==> src/rtl/pdmx_pkg.sv <==
package pdmx_pkg;

    typedef enum logic [1:0] {
        ST_LEN  = 2'd0,
        ST_DATA = 2'd1,
        ST_SEND = 2'd2
    } frm_state_t;

endpackage

==> src/rtl/pdmx_sync_edge.sv <==
module pdmx_sync_edge #(
    parameter int unsigned DATA_W = 8,
    parameter int unsigned STAGES = 2
) (
    input  logic              clk_i,
    input  logic              rst_i,
    input  logic              strb_n_i,
    input  logic [DATA_W-1:0] data_i,
    output logic              take_o,
    output logic [DATA_W-1:0] data_o
);

    logic [STAGES-1:0] strb_pipe;
    logic [DATA_W-1:0] data_pipe [STAGES];
    logic              strb_prev;

    // Synchroniser chains; strobe rests high so it resets high
    generate
        for (genvar g = 0; g < STAGES; g++) begin : g_stage
            if (g == 0) begin : g_first
                always_ff @(posedge clk_i) begin
                    if (rst_i) begin
                        strb_pipe[0] <= 1'b1;
                        data_pipe[0] <= '0;
                    end else begin
                        strb_pipe[0] <= strb_n_i;
                        data_pipe[0] <= data_i;
                    end
                end
            end else begin : g_next
                always_ff @(posedge clk_i) begin
                    if (rst_i) begin
                        strb_pipe[g] <= 1'b1;
                        data_pipe[g] <= '0;
                    end else begin
                        strb_pipe[g] <= strb_pipe[g-1];
                        data_pipe[g] <= data_pipe[g-1];
                    end
                end
            end
        end
    endgenerate

    always_ff @(posedge clk_i) begin
        if (rst_i) strb_prev <= 1'b1;
        else       strb_prev <= strb_pipe[STAGES-1];
    end

    assign take_o = strb_pipe[STAGES-1] & ~strb_prev;
    assign data_o = data_pipe[STAGES-1];

    // a rising transition yields a single take
    p_take_single_r2: assert property (@(posedge clk_i) disable iff (rst_i)
        take_o |=> !take_o);

endmodule

==> src/rtl/pdmx_frame_fsm.sv <==
module pdmx_frame_fsm
    import pdmx_pkg::*;
#(
    parameter int unsigned DATA_W = 8,
    parameter int unsigned NUM_CH = 4,
    parameter int unsigned CH_W   = 2
) (
    input  logic              clk_i,
    input  logic              rst_i,
    input  logic              take_i,
    input  logic [DATA_W-1:0] byte_i,
    input  logic [NUM_CH-1:0] ch_rdy_i,
    output logic [DATA_W-1:0] out_byte_o,
    output logic [CH_W-1:0]   out_chan_o,
    output logic              out_vld_o,
    output logic              stall_o,
    output logic              wrap_o
);

    localparam logic [CH_W-1:0] LAST_CH = CH_W'(NUM_CH - 1);

    frm_state_t        state_q, state_d;
    logic [CH_W-1:0]   chan_q, chan_d;
    logic [DATA_W-1:0] left_q, left_d;
    logic [DATA_W-1:0] hold_q, hold_d;
    logic [CH_W-1:0]   chan_inc;
    logic              chan_last;
    logic              sel_rdy;

    assign chan_last = (chan_q == LAST_CH);
    assign chan_inc  = chan_last ? '0 : chan_q + 1'b1;
    assign sel_rdy   = ch_rdy_i[chan_q];

    // State register
    always_ff @(posedge clk_i) begin
        if (rst_i) begin
            state_q <= ST_LEN;
            chan_q  <= '0;
            left_q  <= '0;
            hold_q  <= '0;
        end else begin
            state_q <= state_d;
            chan_q  <= chan_d;
            left_q  <= left_d;
            hold_q  <= hold_d;
        end
    end

    // Next state
    always_comb begin
        state_d = state_q;
        chan_d  = chan_q;
        left_d  = left_q;
        hold_d  = hold_q;
        wrap_o  = 1'b0;
        unique case (state_q)
            ST_LEN: begin
                if (take_i) begin
                    if (byte_i == '0) begin
                        chan_d = chan_inc;
                        wrap_o = chan_last;
                    end else begin
                        left_d  = byte_i;
                        state_d = ST_DATA;
                    end
                end
            end
            ST_DATA: begin
                if (take_i) begin
                    hold_d  = byte_i;
                    state_d = ST_SEND;
                end
            end
            ST_SEND: begin
                if (sel_rdy) begin
                    left_d = left_q - 1'b1;
                    if (left_q == DATA_W'(1)) begin
                        state_d = ST_LEN;
                        chan_d  = chan_inc;
                        wrap_o  = chan_last;
                    end else begin
                        state_d = ST_DATA;
                    end
                end
            end
            default: state_d = ST_LEN;
        endcase
    end

    // Outputs
    always_comb begin
        out_byte_o = hold_q;
        out_chan_o = chan_q;
        stall_o    = (state_q == ST_SEND);
        out_vld_o  = (state_q == ST_SEND) && sel_rdy;
    end

    // channel moves only one step forward, wrapping after the last
    p_chan_step_r3: assert property (@(posedge clk_i) disable iff (rst_i)
        (chan_q != $past(chan_q)) |->
        (chan_q == (($past(chan_q) == LAST_CH) ? '0 : $past(chan_q) + 1'b1)));

    // nothing is emitted while a length is awaited
    p_len_silent_r4: assert property (@(posedge clk_i) disable iff (rst_i)
        (state_q == ST_LEN) |-> !out_vld_o);

    // valid is a single-cycle pulse
    p_vld_pulse_r5: assert property (@(posedge clk_i) disable iff (rst_i)
        out_vld_o |=> !out_vld_o);

endmodule

==> src/rtl/pdmx_busy_timer.sv <==
module pdmx_busy_timer #(
    parameter int unsigned HOLD = 16
) (
    input  logic clk_i,
    input  logic rst_i,
    input  logic wrap_i,
    input  logic stall_i,
    output logic busy_o
);

    localparam int unsigned CW = $clog2(HOLD + 1);
    localparam logic [CW-1:0] HOLD_V = CW'(HOLD);

    logic [CW-1:0] cnt_q;

    always_ff @(posedge clk_i) begin
        if (rst_i)              cnt_q <= '0;
        else if (wrap_i)        cnt_q <= HOLD_V;
        else if (cnt_q != '0)   cnt_q <= cnt_q - 1'b1;
    end

    assign busy_o = (cnt_q != '0) | stall_i;

    // a wrap raises busy on the following cycle
    p_busy_on_wrap_r8: assert property (@(posedge clk_i) disable iff (rst_i)
        wrap_i |=> busy_o);

endmodule

==> src/rtl/pdmx_top.sv <==
module pdmx_top #(
    parameter int unsigned DATA_W      = 8,
    parameter int unsigned NUM_CH      = 4,
    parameter int unsigned SYNC_STAGES = 2,
    parameter int unsigned BUSY_HOLD   = 16,
    localparam int unsigned CH_W       = $clog2(NUM_CH)
) (
    input  logic              clk_i,
    input  logic              rst_i,
    input  logic              strb_n_i,
    input  logic [DATA_W-1:0] data_i,
    input  logic [NUM_CH-1:0] ch_rdy_i,
    output logic              busy_o,
    output logic [DATA_W-1:0] out_byte_o,
    output logic [CH_W-1:0]   out_chan_o,
    output logic              out_vld_o
);

    logic              take;
    logic [DATA_W-1:0] byte_s;
    logic              stall;
    logic              wrap;

    pdmx_sync_edge #(.DATA_W(DATA_W), .STAGES(SYNC_STAGES)) u_sync (
        .clk_i    (clk_i),
        .rst_i    (rst_i),
        .strb_n_i (strb_n_i),
        .data_i   (data_i),
        .take_o   (take),
        .data_o   (byte_s)
    );

    pdmx_frame_fsm #(.DATA_W(DATA_W), .NUM_CH(NUM_CH), .CH_W(CH_W)) u_fsm (
        .clk_i      (clk_i),
        .rst_i      (rst_i),
        .take_i     (take),
        .byte_i     (byte_s),
        .ch_rdy_i   (ch_rdy_i),
        .out_byte_o (out_byte_o),
        .out_chan_o (out_chan_o),
        .out_vld_o  (out_vld_o),
        .stall_o    (stall),
        .wrap_o     (wrap)
    );

    pdmx_busy_timer #(.HOLD(BUSY_HOLD)) u_busy (
        .clk_i   (clk_i),
        .rst_i   (rst_i),
        .wrap_i  (wrap),
        .stall_i (stall),
        .busy_o  (busy_o)
    );

    // a held byte keeps busy high at the port
    p_stall_busy_r9: assert property (@(posedge clk_i) disable iff (rst_i)
        (stall && !out_vld_o) |-> busy_o);

endmodule

==> config.mk <==
export PLATFORM = sky130hd
export DESIGN_NAME = pdmx_top
export DESIGN_NICKNAME = d
export VERILOG_FILES = /design/src/rtl/pdmx_pkg.sv /design/src/rtl/pdmx_sync_edge.sv /design/src/rtl/pdmx_frame_fsm.sv /design/src/rtl/pdmx_busy_timer.sv /design/src/rtl/pdmx_top.sv
export SDC_FILE = /design/constraint.sdc
export NUM_CORES = 1
export LEC_CHECK = 0
export ABC_AREA = 1
export BUFFER_PORTS_ARGS = -buffer_cell sky130_fd_sc_hd__buf_2
export CORE_AREA = 3 3 75 70
export DETAILED_ROUTE_END_ITERATION = 10
export DIE_AREA = 0 0 78 73
export HOLD_SLACK_MARGIN = 0.1
export PLACE_DENSITY_LB_ADDON = 0.3
export SKIP_LAST_GASP = 1
export SLEW_MARGIN = 20
export SYNTH_ARGS = -nofsm -noshare
export SYNTH_HDL_FRONTEND = slang
export SYNTH_SLANG_ARGS = --single-unit
==> constraint.sdc <==
create_clock -name clk_i -period 1.66 [get_ports clk_i]
set_input_delay 0.083 -clock clk_i [delete_from_list [all_inputs] [get_ports clk_i]]
set_output_delay 0.083 -clock clk_i [all_outputs]
set_load 0.03 [all_outputs]
==> results.yml <==
status:
  status: "complete, but fails checks"
  failed_checks: "setup timing"
placed_design:
  gp_congestion: 0.8086
  dpl.hpwl_um: 2873
  io_buffer_count: 26
worst_setup_path:
  critPathLaunchType: "flop"
  r2r_slack_ns: -0.02
  r2r_cells: 14
  rr_startpoint: "u_busy.cnt_q[0]"
  crit_path_end_kind: "output port"
  worstPathArrival_ns: 1.70
  regToRegEndpoint: "u_busy.cnt_q[4]"
  cp_data_required_time_ns: 1.58
  critPathMaxFanout: 2
  path_class: "flop to output port"
global_route:
  grt_use_total: 0.1632
  grt_pass1_wl_um: 7314
  overflow: 0
  grt_pass1_vias: 1741
  grt_max_degree: 23
  antenna_found_initial: 0
power_and_ir_drop:
  p_total_w: 0.003018
  power_leakage_nw: 1.227
  peakVddDrop_mv: 0.7008
  power_density_mw_per_mm2: 1202
synthesis:
  async_reset_ff_frac: 0
  ys_seq_elements: 44
  yosysWarnings: 0
  yosysTopAreaCell: "dfxtp_1"
  syn_inst: 285
  yosysTopAreaCellShare: 0.4397
  synth_nets: 304
  synth_area_leaders: "dfxtp_1, nor2_1, nand2_1, inv_1, o21ai_0"
  ys.flop_type: "dfxtp_1"
  synth_area_mm2: 0.002003
  ys_top_cells_by_count: "nor2_1, nand2_1, dfxtp_1, inv_1, o21ai_0"
  synth_cell_type_count: 31
  yosysSeqAreaShare: 0.4397
  synth.most_common_cell: "nor2_1"
  synth_edf_count: 0
  avgSynthCellArea_um2: 7.029
cells_and_area:
  num_antenna_cells: 0
  final_core_util: 0.5591
  area_growth_syn_to_layout_pct: 25.30
  finalNetCount: 353
  drive_above_1_share: 0.2269
  fillers: 420
die:
  die_h_um: 73
  fp.dieW_um: 78
  io_pins: 27
  floorplan.initialDensity: 0.4462
  rows: 23
  coreArea_mm2: 0.004489
  die_area_mm2: 0.005694
clock_tree:
  cts-htree-levels: 2
  cts_tree: "built"
  cts_max_path_buffers: 2
  numCtsBuffers: 5
  clock-sinks: 44
  insertion_delay_ns: 0.30
  cts-root-buf: "clkbuf_8"
  clkTransAtPathRegs_ns: 0.08
routing:
  vias: 1838
  postRouteAntennaNets: 0
  drt_wl_total_um: 4300
  drt_iter0_markers: 147
  first_pass_iters: 5
  viasPerCell: 4.630
  post_drt_wl_per_cell_um: 10.83
  drc: 0
hold_path:
  min_from: "rst_i"
  worstHoldPathType: "input port to flop"
  hold_depth: 3
  whs_endpoint: "u_fsm.state_q[1]"
timing:
  clock_skew_ns: 0.005519
  setup_viol: 2
  min_period_ns: 1.787
  fin_ws_ns: -0.1273
  hold_viol_final: 0
  fmax_mhz: 559.5
  max-slew-margin-rel: 0.8130
  setup-tns-final_ns: -0.1521
  drv_slew: 0
  post-route-period-util: 1.077
  tightest_slew_ns: 0.2794
  grt_setup_unrepaired: "yes"
flow_run:
  cap_violations: 0
## layer usage
layer / track usage / vias up / routed length (µm)
met3: 0.03704 / 19 / 239
met4: 0.07379 / 0 / 102
li1: - / 964 / -
met2: 0.2804 / 63 / 2020
met5: 0 / - / 0
met1: 0.1962 / 792 / 1938
## through the flow
stage                     cell area, µm²  hold WS, ns  setup WS (ns)  std cells
final                               2510       0.2019        -0.1273        397
after global routing                2510       0.2167        -0.1831        397
after CTS                           2500       0.1996       -0.05961        396
after detailed placement            2205       0.2671        0.08555        371
after global placement              2205       0.2649         0.1309        371
after floorplan                     2003       0.1868         0.2178        285
## worst max path at each step
stage | to | slack (ns) | from | cells after the start
3_3_place_gp | busy_o | 0.13 | u_busy.cnt_q[1] | 8
3_5_place_dp | busy_o | 0.09 | u_busy.cnt_q[1] | 8
6_report | busy_o | -0.13 | u_busy.cnt_q[0] | 8
4_1_cts | busy_o | -0.06 | u_busy.cnt_q[1] | 8
5_1_grt | busy_o | -0.18 | u_busy.cnt_q[0] | 8
2_1_floorplan | busy_o | 0.22 | u_busy.cnt_q[1] | 8
## state kept, by name, summed over array words and instances (netlist names)
signal            cells
u_sync.strb_prev      1
u_fsm.left_q          8
u_busy.cnt_q          5
u_sync.data_pipe     16
u_fsm.out_byte_o      8
u_fsm.state_q         2
u_fsm.out_chan_o      2
u_sync.strb_pipe      2
## cells in the final DEF, fill, tap and decap left out, types with 2 or more instances in the layout
master         synthesis  final
a21oi_1                5      5
nand3_1               16     16
or2_2                  3      3
nor2_1                64     64
dfxtp_1               44     42
nand2_1               51     51
buf_2                  2     25
dlygate4sd3_1          0      9
o21ai_1                3      3
dfxtp_2                0      2
inv_2                  3      6
or2_4                  0      2
inv_1                 44     41
o21ai_0               17     17
nand2_4                2      2
clkbuf_8               0      6
nand2_2                5      5
nand4_1                3      3
ha_1                   4      3
nor2_2                 3      3
buf_4                  0     12
## cells by family (layout without fill, tap and decap cells)
| kind of cell | count (synthesis) | after routing | share of synthesized area |
|---|---|---|---|
| flops | 44 | 44 | 0.4397 |
| fa+ha+maj | 4 | 4 | 0.02499 |
| xor+xnor | 1 | 1 | 0.004373 |
| buf+inv | 53 | 103 | 0.1043 |
| simple gates | 154 | 154 | 0.3448 |
| compound gates | 29 | 29 | 0.08183 |
## what timing repair did
item | in CTS | in global routing
pin swaps | 1 | 0
hold endpoints to repair | 9 | 0
hold buffers | 9 | 0
cloned | 0 | 0
setup buffers | 8 | 1
gates resized for setup | 10 | 2
endpoints found under the setup margin | 1 | 2
## area by class of cell
type | instances | area (µm²) | area share
Multi-Input combinational cell | 188 | 930.9 | 0.3709
Sequential cell | 44 | 883.3 | 0.3519
Timing Repair Buffer | 47 | 316.6 | 0.1261
Inverter | 48 | 180.2 | 0.07178
Clock buffer | 6 | 82.58 | 0.03290
Tap cell | 62 | 77.57 | 0.03091
Clock inverter | 2 | 38.79 | 0.01545
## power breakdown
group	internal, W	switching [W]	total (W)
clock network	0.000492	0.000377	0.000869
logic	0.000481	0.000477	0.000958
registers	0.00113	0.0000594	0.00119
## worst max-delay path, stage by stage, from the launching register on
cell and delay (ns):
dfxtp_2 0.33, inv_2 0.06, ha_4 0.14, inv_2 0.04, nor3_2 0.12, inv_1 0.08, or2_4 0.26, or2_4 0.24
buf_6 0.14
Note: power is estimated with default switching activity, not from simulation.
